$ cat config.mk
export PLATFORM = sky130hd
export DESIGN_NAME = mterm_mac
export DESIGN_NICKNAME = d
export VERILOG_FILES = /design/src/rtl/mac_pkg.sv /design/src/rtl/mac_term_rows.sv /design/src/rtl/mac_fa_row.sv /design/src/rtl/mac_csa_tree.sv /design/src/rtl/mac_cpa.sv /design/src/rtl/mterm_mac.sv
export SDC_FILE = /design/constraint.sdc
export NUM_CORES = 1
export LEC_CHECK = 0
export ABC_CLOCK_PERIOD_IN_PS = 9800
export BUFFER_PORTS_ARGS = -buffer_cell sky130_fd_sc_hd__buf_2
export CAP_MARGIN = 20
export CORE_ASPECT_RATIO = 1.5
export CORE_MARGIN = 4
export CORE_UTILIZATION = 50
export DETAILED_ROUTE_END_ITERATION = 10
export HOLD_SLACK_MARGIN = 0.06
export MAX_ROUTING_LAYER = met4
export PLACE_DENSITY = 0.68
export SYNTH_ARGS = -nofsm -noshare
export SYNTH_HDL_FRONTEND = slang
export SYNTH_SLANG_ARGS = --single-unit
$ cat constraint.sdc
create_clock -name clk -period 9.8 [get_ports clk]
set_input_delay 0.98 -clock clk [delete_from_list [all_inputs] [get_ports clk]]
set_output_delay 0.98 -clock clk [all_outputs]
set_load 0.01 [all_outputs]
$ cat src/rtl/mac_pkg.sv
package mac_pkg;

  function automatic int min_int(input int a, input int b);
    return (a < b) ? a : b;
  endfunction

  function automatic int max_int(input int a, input int b);
    return (a > b) ? a : b;
  endfunction

  // rows present at the input of reduction layer lvl, starting from n0 rows
  function automatic int rows_at(input int n0, input int lvl);
    int n;
    n = n0;
    for (int l = 0; l < lvl; l++)
      if (n > 2) n = 2 * (n / 3) + (n % 3);
    return n;
  endfunction

  // number of 3:2 layers needed to bring n0 rows down to two
  function automatic int layer_cnt(input int n0);
    int n;
    int c;
    n = n0;
    c = 0;
    for (int i = 0; i < 64; i++)
      if (n > 2) begin
        n = 2 * (n / 3) + (n % 3);
        c++;
      end
    return c;
  endfunction

  // full-adder rows consumed by all layers before lvl
  function automatic int fa_before(input int n0, input int lvl);
    int acc;
    acc = 0;
    for (int l = 0; l < lvl; l++)
      acc += rows_at(n0, l) / 3;
    return acc;
  endfunction

endpackage

$ cat src/rtl/mac_term_rows.sv
module mac_term_rows #(
  parameter int A_W   = 8,
  parameter int B_W   = 6,
  parameter int OUT_W = 20,
  localparam int MW   = mac_pkg::max_int(A_W, B_W),
  localparam int NB   = mac_pkg::min_int(A_W, B_W),
  localparam int RT   = NB + 1
) (
  input  logic [A_W-1:0]   a_i,
  input  logic [B_W-1:0]   b_i,
  input  logic             is_prod_i,
  input  logic             sgn_i,
  input  logic             sub_i,
  output logic [OUT_W-1:0] rows_o [RT]
);

  logic [MW-1:0]    mcand;
  logic [NB-1:0]    mplier;
  logic [MW:0]      mcand_x;
  logic [A_W:0]     lone_x;
  logic [OUT_W-1:0] mcand_ext;
  logic [OUT_W-1:0] lone_ext;
  logic [OUT_W-1:0] inv_mask;
  logic [OUT_W-1:0] raw [RT];

  // the wider operand is the multiplicand, the narrower one picks rows
  if (A_W >= B_W) begin : g_a_wide
    assign mcand  = a_i;
    assign mplier = b_i;
  end else begin : g_b_wide
    assign mcand  = b_i;
    assign mplier = a_i;
  end

  assign mcand_x   = {sgn_i & mcand[MW-1], mcand};
  assign lone_x    = {sgn_i & a_i[A_W-1], a_i};
  assign mcand_ext = OUT_W'($signed(mcand_x));
  assign lone_ext  = OUT_W'($signed(lone_x));
  assign inv_mask  = {OUT_W{sub_i}};

  for (genvar j = 0; j < NB; j++) begin : g_pp
    if (j == 0 && NB == 1) begin : g_only
      always_comb begin
        if (!is_prod_i)      raw[j] = lone_ext;
        else if (!mplier[j]) raw[j] = '0;
        else if (sgn_i)      raw[j] = ~mcand_ext;
        else                 raw[j] = mcand_ext;
      end
    end else if (j == 0) begin : g_first
      always_comb begin
        if (!is_prod_i)      raw[j] = lone_ext;
        else if (!mplier[j]) raw[j] = '0;
        else                 raw[j] = mcand_ext;
      end
    end else if (j == NB - 1) begin : g_top
      // top multiplier bit carries negative weight for signed terms
      always_comb begin
        if (!is_prod_i || !mplier[j]) raw[j] = '0;
        else if (sgn_i)               raw[j] = (~mcand_ext) << j;
        else                          raw[j] = mcand_ext << j;
      end
    end else begin : g_mid
      always_comb begin
        if (!is_prod_i || !mplier[j]) raw[j] = '0;
        else                          raw[j] = mcand_ext << j;
      end
    end
  end

  // completes the two's-complement negation of the top row
  always_comb begin
    if (is_prod_i && sgn_i && mplier[NB-1]) raw[NB] = OUT_W'(1) << (NB - 1);
    else                                    raw[NB] = '0;
  end

  for (genvar j = 0; j < RT; j++) begin : g_out
    assign rows_o[j] = raw[j] ^ inv_mask;
  end

endmodule

$ cat src/rtl/mac_fa_row.sv
module mac_fa_row #(
  parameter int W = 20
) (
  input  logic [W-1:0] x_i,
  input  logic [W-1:0] y_i,
  input  logic [W-1:0] z_i,
  input  logic         fill_i,
  output logic [W-1:0] sum_o,
  output logic [W-1:0] cry_o
);

  logic [W-2:0] maj;

  assign sum_o = x_i ^ y_i ^ z_i;
  assign maj   = (x_i[W-2:0] & y_i[W-2:0]) |
                 (x_i[W-2:0] & z_i[W-2:0]) |
                 (y_i[W-2:0] & z_i[W-2:0]);
  // carry shifted up one place; the vacated bit 0 takes a pending unit
  assign cry_o = {maj, fill_i};

endmodule

$ cat src/rtl/mac_csa_tree.sv
module mac_csa_tree #(
  parameter int W      = 20,
  parameter int N_ROWS = 3
) (
  input  logic [W-1:0]      rows_i [N_ROWS],
  input  logic [N_ROWS-2:0] pend_i,
  output logic [W-1:0]      row_a_o,
  output logic [W-1:0]      row_b_o,
  output logic              cin_o
);

  localparam int LAYERS = mac_pkg::layer_cnt(N_ROWS);

  logic [W-1:0] stg [LAYERS+1][N_ROWS];

  for (genvar r = 0; r < N_ROWS; r++) begin : g_in
    assign stg[0][r] = rows_i[r];
  end

  for (genvar l = 0; l < LAYERS; l++) begin : g_lay
    localparam int NIN   = mac_pkg::rows_at(N_ROWS, l);
    localparam int NFA   = NIN / 3;
    localparam int NLEFT = NIN % 3;
    localparam int NOUT  = 2 * NFA + NLEFT;
    localparam int PBASE = mac_pkg::fa_before(N_ROWS, l);

    for (genvar k = 0; k < NFA; k++) begin : g_fa
      mac_fa_row #(.W(W)) u_fa (
        .x_i    (stg[l][3*k]),
        .y_i    (stg[l][3*k+1]),
        .z_i    (stg[l][3*k+2]),
        .fill_i (pend_i[PBASE+k]),
        .sum_o  (stg[l+1][2*k]),
        .cry_o  (stg[l+1][2*k+1])
      );
    end

    for (genvar k = 0; k < NLEFT; k++) begin : g_pass
      assign stg[l+1][2*NFA+k] = stg[l][3*NFA+k];
    end

    for (genvar k = NOUT; k < N_ROWS; k++) begin : g_idle
      assign stg[l+1][k] = '0;
    end
  end

  assign row_a_o = stg[LAYERS][0];
  assign row_b_o = stg[LAYERS][1];
  assign cin_o   = pend_i[N_ROWS-2];

endmodule

$ cat src/rtl/mac_cpa.sv
module mac_cpa #(
  parameter int W = 20
) (
  input  logic [W-1:0] a_i,
  input  logic [W-1:0] b_i,
  input  logic         cin_i,
  output logic [W-1:0] sum_o
);

  assign sum_o = a_i + b_i + W'(cin_i);

endmodule

$ cat src/rtl/mterm_mac.sv
module mterm_mac #(
  parameter int N_TERMS = 3,
  parameter int A_W     = 8,
  parameter int B_W     = 6,
  parameter int OUT_W   = 20,
  parameter int N_BITS  = 2
) (
  input  logic                   clk,
  input  logic                   rst,
  input  logic [N_TERMS*A_W-1:0] opa_i,
  input  logic [N_TERMS*B_W-1:0] opb_i,
  input  logic [N_TERMS-1:0]     is_prod_i,
  input  logic [N_TERMS-1:0]     signed_i,
  input  logic [N_TERMS-1:0]     sub_i,
  input  logic [N_BITS-1:0]      bit_i,
  output logic [OUT_W-1:0]       sum_o
);

  localparam int NB = mac_pkg::min_int(A_W, B_W);
  localparam int RT = NB + 1;              // rows per term
  localparam int R  = N_TERMS * RT;        // term rows
  localparam int P  = R + N_BITS;          // unit-weight bits to place
  localparam int E  = (N_BITS + 2) / 2;    // seed rows so slots suffice
  localparam int NR = R + E;               // rows entering the tree

  logic [OUT_W-1:0] rows [NR];
  logic [P-1:0]     pend_all;
  logic [NR-2:0]    pend_slot;
  logic [OUT_W-1:0] fin_a;
  logic [OUT_W-1:0] fin_b;
  logic             fin_cin;
  logic [OUT_W-1:0] sum_d;
  logic [OUT_W-1:0] sum_q;

  for (genvar t = 0; t < N_TERMS; t++) begin : g_term
    logic [OUT_W-1:0] trow [RT];

    mac_term_rows #(.A_W(A_W), .B_W(B_W), .OUT_W(OUT_W)) u_rows (
      .a_i       (opa_i[t*A_W +: A_W]),
      .b_i       (opb_i[t*B_W +: B_W]),
      .is_prod_i (is_prod_i[t]),
      .sgn_i     (signed_i[t]),
      .sub_i     (sub_i[t]),
      .rows_o    (trow)
    );

    for (genvar j = 0; j < RT; j++) begin : g_row
      assign rows[t*RT+j]     = trow[j];
      assign pend_all[t*RT+j] = sub_i[t];  // +1 owed by each inverted row
    end
  end

  for (genvar k = 0; k < N_BITS; k++) begin : g_bits
    assign pend_all[R+k] = bit_i[k];
  end

  for (genvar e = 0; e < E; e++) begin : g_seed
    assign rows[R+e] = {{(OUT_W-1){1'b0}}, pend_all[e]};
  end

  for (genvar s = 0; s < NR - 1; s++) begin : g_slot
    if (E + s < P) begin : g_used
      assign pend_slot[s] = pend_all[E+s];
    end else begin : g_zero
      assign pend_slot[s] = 1'b0;
    end
  end

  mac_csa_tree #(.W(OUT_W), .N_ROWS(NR)) u_tree (
    .rows_i  (rows),
    .pend_i  (pend_slot),
    .row_a_o (fin_a),
    .row_b_o (fin_b),
    .cin_o   (fin_cin)
  );

  mac_cpa #(.W(OUT_W)) u_cpa (
    .a_i   (fin_a),
    .b_i   (fin_b),
    .cin_i (fin_cin),
    .sum_o (sum_d)
  );

  always_ff @(posedge clk) begin
    if (rst) sum_q <= '0;
    else     sum_q <= sum_d;
  end

  assign sum_o = sum_q;

endmodule

==> reports/qor.csv, run 1 <==
metric,value,unit
outcome,completed,
seq_area,400,um^2
syn2layout_area_growth,5.65,%
grt_max_degree,43,
largest_reg_flops,20,
ios,75,
critical_path.max_stage_delay,0.59,ns
crit_buf_inv,2,
io_buffers,74,
antenna_found_initial,0,
synthTopCellsByArea,"fa_1, xnor2_1, inv_1",
ys_seq_area_frac,0.0384,
final_cell_mix,"inv_1, fa_1, xnor2_1",
finalWirelength,23.2,mm
min_path_type,in2reg,
track_usage,0.215,
synth-edff-count,0,
critPathMaxFanout,11,
cts_setup_buffers,0,
nNetsFinal,1558,
critPathTopFamily,adder cells,
layout_commonest_cell,inv_1,
synthFlopType,dfxtp_1,
finalCriticalPeriod,7.57,ns
end_kind,flip-flop,
multiInputGateArea,0.00893,mm^2
fmax,132,MHz
clock_sinks,20,
start_util,0.509,
grt_setup_unrepaired,no,
grt_pass1_wl,39.3,mm
synth_warnings,0,
async_reset_ff_frac,0,
cts_buffer_depth,2,
root_buffer,clkbuf_16,
via_per_inst,5.14,
drt_pre_antenna_iters,5,
diodes,0,
placed_cells,1476,
gp_congestion,0.885,
synth_seq_cells,20,
cp_data_required_time,9.95,ns
dp_hpwl,20.2,mm
utilization,0.538,
num_vias,7596,
netlist_area,0.0104,mm^2
worst_pin_slew,0.933,ns
crit_type,in2reg,
cpMaxStageDelayCell,fa_1,
grt_pass1_vias,8169,
final_max_slew_viol_count,0,
avgRoutedWirePerCell,15.7,um
drtAntennaViolNets,0,
core_area,0.0205,mm^2
die_y,185,um
syn-num-nets,1526,
netlist_instances,1185,
synth_top_area_cell,fa_1,
start_kind,primary input,
initialDrtViolationCount,326,
fp.dieArea,0.0233,mm^2
drc_errors,0,
clkTransAtPathRegs,0.06,ns
crit_top_cell,fa_1,
arrival,7.71,ns
holdBufCountCts,0,
timing.slew.headroom,0.377,
htree_levels,1,
cts-buffers-inserted,3,
synth_top_cell_area_share,0.420,
drive_gt1_frac,0.0757,
cts_tree,yes,
yosysUniqueCellTypes,49,
fin_tns_setup,0,ns
stdcell_count,1479,
hold_viol,0,
path_cells,buf_2 > ha_1 > a31oi_1 > xnor2_1 > maj3_1 > a31oi_1 > fa_1 > fa_1 > fa_1 > fa_1 > fa_1 > fa_1 > inv_1 > ha_1 > nand2_1 > nor2_1 > nand3_1 > o41a_1 > o221ai_2 > mux2_4,
setup_viol,0,
grt-ovfl-total,0,
row_count,64,
syn_avg_cell_area,8.81,um^2
fin_crit_sh,0.772,
max_cap_viol_count,0,
die_w,126,um
fillers,1988,
cts_resized,0,
==> Yosys cell counts, types with 2 or more instances <==
library cell and n:
a211oi_1 3, a21o_1 7, a21oi_1 30, a31oi_1 4
and2_1 12, and3_1 5, and3b_1 2, buf_1 5
buf_2 17, clkbuf_1 28, dfxtp_1 20, fa_1 219
ha_1 67, inv_1 236, inv_2 3, mux2_1 2
mux2_2 2, nand2_1 160, nand2b_1 4, nand3_1 18
nand4_1 2, nor2_1 60, nor2b_1 9, nor3_1 8
o2111ai_1 2, o211ai_1 3, o21a_1 4, o21ai_0 17
o21bai_1 4, xnor2_1 190, xor2_1 24
==> layer usage <==
layer,up-vias,global-route usage,share of wire
met1,3825,0.244,0.36
met3,62,0.0147,0.027
met2,152,0.395,0.57
li1,3557,-,-
met4,0,0.0812,0.047
met5,-,-,0
==> area by class of cell <==
type	count	share of cell area
multi-input combinational	876	0.810
inverter	239	0.0814
timing repair buffer	77	0.0356
clock buffer	3	0.00681
tap	264	0.0300
sequential	20	0.0363
==> per-stage QoR <==
step | setup slack [ns] | hold slack (ns) | instance area (um^2)
after floorplan | 2.59 | 1.19 | 10400
after CTS | 2.24 | 1.11 | 11000
after global routing | 1.90 | 1.15 | 11000
after detailed placement | 2.01 | 1.36 | 11000
final | 2.23 | 1.09 | 11000
after global placement | 2.06 | 1.31 | 11000
==> path summary, 6_finish.rpt <==
kind,start,endpoint,cells past startpoint
setup / recovery,signed_i[0],sum_o[19],20
hold / removal,bit_i[1],sum_o[0],3
==> logic make-up after synthesis <==
logic type / count (synthesis) / share of synthesized area
multiplexers: 5 / 0.00575
AND/OR/NAND/NOR: 287 / 0.118
adder cells (fa/ha/maj): 287 / 0.501
buffers and inverters: 289 / 0.106
flip-flops: 20 / 0.0384
AO/OA/AOI/OAI: 82 / 0.0499
XOR/XNOR: 215 / 0.181
Power of run 1 is left out: the tool's default activity adds up to more than one toggle a clock period on the data nets, which glitch-free logic cannot reach.
==> inputs of run 2 (changes only) <==
--- a/config.mk
+++ b/config.mk
@@ -5,7 +5,7 @@
 export SDC_FILE = /design/constraint.sdc
 export NUM_CORES = 1
 export LEC_CHECK = 0
-export ABC_CLOCK_PERIOD_IN_PS = 9800
+export ABC_CLOCK_PERIOD_IN_PS = 6400
 export BUFFER_PORTS_ARGS = -buffer_cell sky130_fd_sc_hd__buf_2
 export CAP_MARGIN = 20
 export CORE_ASPECT_RATIO = 1.5
@@ -14,7 +14,7 @@
 export DETAILED_ROUTE_END_ITERATION = 10
 export HOLD_SLACK_MARGIN = 0.06
 export MAX_ROUTING_LAYER = met4
-export PLACE_DENSITY = 0.68
+export PLACE_DENSITY = 0.71
 export SYNTH_ARGS = -nofsm -noshare
 export SYNTH_HDL_FRONTEND = slang
 export SYNTH_SLANG_ARGS = --single-unit
==> constraint.sdc (replaced) <==
create_clock -name clk -period 6.4 [get_ports clk]
set_input_delay 0.64 -clock clk [delete_from_list [all_inputs] [get_ports clk]]
set_output_delay 0.64 -clock clk [all_outputs]
set_load 0.01 [all_outputs]
==> run 2 against run 1 <==
Against the previous run:
- the flow now finishes with violations (setup timing)
- critical path depth grew 1
- worst setup slack lost 2.3 ns
- largest cell class unchanged
- die area is the same
- via count grew 12%
- non-clock buffer count grew 209
- sequential share of layout area shrank 0.68 points
==> reports/qor.csv, run 2 (same netlist as run 1, synthesis figures left out) <==
metric,value,unit,change
finalCriticalPeriod,6.45,ns,
hp-start,bit_i[1],,
utilization,0.663,,+0.125
placed_cells,1667,,+13%
diodes,0,,unchanged
post-place-ws,-0.453,ns,-2.47 ns
grt_pass1_vias,9254,,+13%
antenna_found_initial,0,,unchanged
min_path_type,in2reg,,
cts_tree,yes,,
timing.slew.headroom,0.706,,+0.329
grt_max_degree,26,,-40%
via_per_inst,5.02,,-2.2%
violations,setup timing,,
critPathMaxFanout,3,,-8
start_util,0.509,,unchanged
multiInputGateArea,0.00966,mm^2,+8.2%
drive_gt1_frac,0.292,,+0.216
grt-ovfl-total,0,,unchanged
max_cap_viol_count,0,,unchanged
fin_crit_sh,1.01,,
drc_errors,0,,unchanged
gp_congestion,0.938,,+6.0%
cts-buffers-inserted,3,,unchanged
drt_pre_antenna_iters,5,,unchanged
outcome,"complete, but fails checks",,
dp_hpwl,22.7,mm,+12%
critical_path.max_stage_delay,0.62,ns,+0.03 ns
avgRoutedWirePerCell,15.8,um,+0.96%
finalWirelength,26.7,mm,+15%
die_y,185,um,unchanged
layout_commonest_cell,inv_1,,
min_to,sum_o[0],,
nNetsFinal,1767,,+13%
cpMaxStageDelayCell,fa_1,,
setup_viol,3,,+3
drtAntennaViolNets,0,,unchanged
cp_data_required_time,6.55,ns,-3.40 ns
cts_buffer_depth,2,,unchanged
track_usage,0.231,,+0.0164
critPathTopFamily,adder cells,,
grt_pass1_wl,42.3,mm,+7.7%
worst_slack,-0.0528,ns,-2.29 ns
root_buffer,clkbuf_16,,
hold_viol,0,,unchanged
crit_top_cell,fa_1,,
initialDrtViolationCount,294,,-9.8%
largest_reg_flops,20,,unchanged
fillers,1622,,-18%
crit_type,in2reg,,
ios,75,,unchanged
holdBufCountCts,0,,unchanged
stdcell_count,1689,,+14%
clock_sinks,20,,unchanged
syn2layout_area_growth,30.2,%,
clkTransAtPathRegs,0.06,ns,about the same
seq_area,400,um^2,unchanged
min_path_cells,3,,unchanged
num_vias,8486,,+12%
grt_setup_unrepaired,yes,,
arrival,6.60,ns,-1.11 ns
end_kind,flip-flop,,
row_count,64,,unchanged
start_kind,primary input,,
path_cells,buf_6 > ha_4 > nor2b_4 > a31oi_4 > xnor2_2 > maj3_2 > a31oi_4 > fa_2 > fa_1 > fa_1 > fa_1 > fa_1 > fa_1 > inv_2 > ha_4 > nand2_4 > nor2_4 > nand3_2 > o41a_1 > o221ai_2 > mux2_4,,
final_cell_mix,"inv_1, fa_1, buf_4",,
die_w,126,um,unchanged
fmax,155,MHz,
crit_buf_inv,2,,unchanged
htree_levels,1,,unchanged
fp.dieArea,0.0233,mm^2,unchanged
io_buffers,74,,unchanged
fin_tns_setup,-0.0784,ns,-0.0784 ns
final_max_slew_viol_count,0,,unchanged
worst_pin_slew,0.440,ns,-0.493 ns
core_area,0.0205,mm^2,unchanged
==> run 2: cell types whose count changed in the layout (fill, tap and decap cells not counted), moves of 9 or more <==
cell,before,now
a21oi_1,30,21
buf_4,3,191
xnor2_2,1,28
ha_4,0,13
xnor2_1,190,161
ha_1,67,51
buf_12,0,10
nand2_1,160,148
inv_1,236,225
buf_6,0,15
==> run 2: stage by stage <==
stage	area [um^2]	hold WS (ns)
final	13600	0.736
after global placement	12700	0.980
after global routing	13600	0.779
after floorplan	10800	0.848
after CTS	13000	0.737
after detailed placement	12700	0.998
==> run 2: repair_timing <==
action | 4_1_cts | 5_1_grt
gates resized for setup | 35 | 104
buffers inserted | 8 | 10
pin swaps | 28 | 60
setup endpoints to repair | 8 | 13
gates cloned | 0 | 1
==> run 2: final cells by class <==
| class | count | area share |
|---|---|---|
| clock buffers | 3 | 0.00552 |
| clock inverters | 1 | 0.00221 |
| inverters | 239 | 0.0667 |
| multi-input cells | 876 | 0.711 |
| flip-flops and latches | 20 | 0.0295 |
| well taps | 264 | 0.0243 |
| repair buffers | 286 | 0.161 |
==> run 2: worst min-delay path, cell delays in order <==
cell	delay, ns
buf_2	0.08
ha_1	0.11
nor2b_1	0.12
==> run 2: metal layers <==
metal  vias to the layer above  share of wire  wire, um  track usage
met2                       196           0.58     15600        0.459
li1                       3992              -         -            -
met3                        73          0.023       607      0.00664
met4                         0          0.036       974       0.0760
met5                         -              0         0            -
met1                      4225           0.36      9530        0.244
==> run 2: worst max path at each step <==
stage	cells after the start	to	start
floorplan	25	sum_o[18]	is_prod_i[2]
global placement	22	sum_o[19]	is_prod_i[0]
detailed placement	25	sum_o[17]	opb_i[6]
CTS	24	sum_o[17]	opb_i[6]
global route	21	sum_o[19]	opa_i[7]
finish	21	sum_o[19]	opa_i[7]
Power of run 2 is left out for the same reason.
==> inputs of run 3 (changes only) <==
--- a/config.mk
+++ b/config.mk
@@ -18,3 +18,4 @@
 export SYNTH_ARGS = -nofsm -noshare
 export SYNTH_HDL_FRONTEND = slang
 export SYNTH_SLANG_ARGS = --single-unit
+export TNS_END_PERCENT = 20
==> run 3 against run 2 <==
Against the previous run:
- the flow still finishes with violations (setup timing)
- final area is 0.10% lower
- count of clock-buffer cells in the layout grew 1
- sequential share of layout area hardly changed
- global-route usage increased by 0.18 points
- critical path type unchanged
- critical path depth up 3
- utilization fell by 0.067 points
- sequential cell count unchanged
- hold slack worse by 0.017 ns
- final cell count rose by 0.30%
- wire length decreased by 0.51%
- critical endpoint is now sum_o[18]
- fmax decreased by 1.4%
==> reports/qor.csv, run 3 (same netlist as run 1, synthesis figures left out) <==
metric,value,unit,change
holdBufCountCts,0,,unchanged
grt_setup_unrepaired,yes,,
dp_hpwl,23.0,mm,+1.1%
die_y,185,um,unchanged
hp-start,bit_i[1],,
post-place-ws,-0.449,ns,+0.00321 ns
finalCriticalPeriod,6.54,ns,+0.0905 ns
drc_errors,0,,unchanged
final_max_slew_viol_count,0,,unchanged
min_path_cells,3,,unchanged
htree_levels,1,,unchanged
grt-ovfl-total,0,,unchanged
hold_viol,0,,unchanged
fin_crit_sh,1.02,,+0.0141
antenna_found_initial,1,,+1
cp_data_required_time,6.54,ns,about the same
finalWirelength,26.6,mm,-0.51%
fp.dieArea,0.0233,mm^2,unchanged
layout_commonest_cell,inv_1,,
largest_reg_flops,20,,unchanged
crit_type,in2reg,,
clock_sinks,20,,unchanged
cts-buffers-inserted,3,,unchanged
violations,setup timing,,
fmax,153,MHz,-1.4%
nNetsFinal,1771,,+0.23%
grt_pass1_vias,9366,,+1.2%
grt_max_degree,26,,unchanged
end_kind,flip-flop,,
cts_buffer_depth,2,,unchanged
track_usage,0.233,,+0.00176
avgRoutedWirePerCell,15.7,um,-0.80%
drt_pre_antenna_iters,5,,unchanged
ios,75,,unchanged
worst_pin_slew,0.441,ns,+0.000448 ns
min_path_type,in2reg,,
die_w,126,um,unchanged
row_count,64,,unchanged
min_to,sum_o[0],,
syn2layout_area_growth,30.1,%,
arrival,6.68,ns,+0.08 ns
clkTransAtPathRegs,0.05,ns,about the same
start_util,0.509,,unchanged
fillers,1646,,+1.5%
core_area,0.0205,mm^2,unchanged
seq_area,400,um^2,unchanged
via_per_inst,4.95,,-1.5%
utilization,0.662,,-0.000672
critPathMaxFanout,6,,+3
multiInputGateArea,0.00966,mm^2,about the same
timing.slew.headroom,0.706,,about the same
outcome,"complete, but fails checks",,
drive_gt1_frac,0.294,,+0.00198
max_cap_viol_count,0,,unchanged
root_buffer,clkbuf_16,,
gp_congestion,0.944,,+0.73%
postLayoutCellArea,0.0136,mm^2,-0.10%
place_area,0.0126,mm^2,-0.45%
num_vias,8381,,-1.2%
fin_tns_setup,-0.460,ns,-0.382 ns
grt_pass1_wl,42.5,mm,+0.54%
drtAntennaViolNets,0,,unchanged
cts_tree,yes,,
setup_viol,5,,+2
initialDrtViolationCount,348,,+18%
worst_slack,-0.143,ns,-0.0905 ns
io_buffers,74,,unchanged
final_cell_mix,"inv_1, fa_1, buf_4",,
start_kind,primary input,,
## run 3: cell types whose count changed in the layout (fill, tap and decap cells not counted), moves of 3 or more
cell and delta:
xnor2_2 -8, xnor2_1 +7, buf_4 +5, nand2_2 +5, ha_2 -3, ha_4 +3
inv_2 -3, nand2_1 -3
## run 3: timing repair
action                                  4_1_cts  5_1_grt
endpoints found under the setup margin        7       12
setup buffers                                12       19
pin swaps                                    34       70
resized for setup                            55       81
## run 3: critical path: stages
cell and delay (ns):
buf_12 0.11, ha_4 0.15, nor2b_4 0.13, a31oi_4 0.16, xnor2_2 0.11, o21bai_1 0.25, a31oi_4 0.13, a31oi_4 0.21
buf_6 0.13, fa_1 0.45, buf_6 0.14, fa_1 0.56, buf_6 0.12, fa_2 0.45, buf_4 0.16, fa_1 0.49
fa_1 0.45, fa_1 0.54, inv_1 0.06, ha_1 0.39, a21oi_1 0.18, o21ai_0 0.13, a31oi_1 0.20, mux2_1 0.34
## run 3: metal layers
layer,vias to the layer above,wire length [um],GRT usage
met5,-,0,-
met4,0,1320,0.109
met3,85,708,0.0133
met2,174,15000,0.452
met1,4128,9500,0.237
li1,3994,-,-
## run 3: through the flow
step | instances | hold slack (ns)
2_1_floorplan | 1185 | 0.848
3_3_place_gp | 1661 | 0.972
3_5_place_dp | 1661 | 0.983
4_1_cts | 1676 | 0.717
5_1_grt | 1694 | 0.753
6_report | 1694 | 0.718
## run 3: worst max-delay path by stage
stage                 start        end  slack [ns]  cells after the start
2_1_floorplan  is_prod_i[2]  sum_o[18]       -0.06                     25
3_5_place_dp   is_prod_i[0]  sum_o[17]       -0.45                     22
6_report        signed_i[0]  sum_o[18]       -0.14                     24
5_1_grt         signed_i[0]  sum_o[17]       -0.28                     25
4_1_cts         signed_i[0]  sum_o[19]       -0.05                     23
3_3_place_gp   is_prod_i[0]  sum_o[17]       -0.34                     22
## run 3: cell type report
class / instances / area share
multi-input cells: 876 / 0.712
repair buffers: 290 / 0.161
inverters: 239 / 0.0668
flip-flops and latches: 20 / 0.0295
well taps: 264 / 0.0243
clock buffers: 4 / 0.00654
diodes: 1 / 0.000184
Power of run 3 is left out for the same reason.
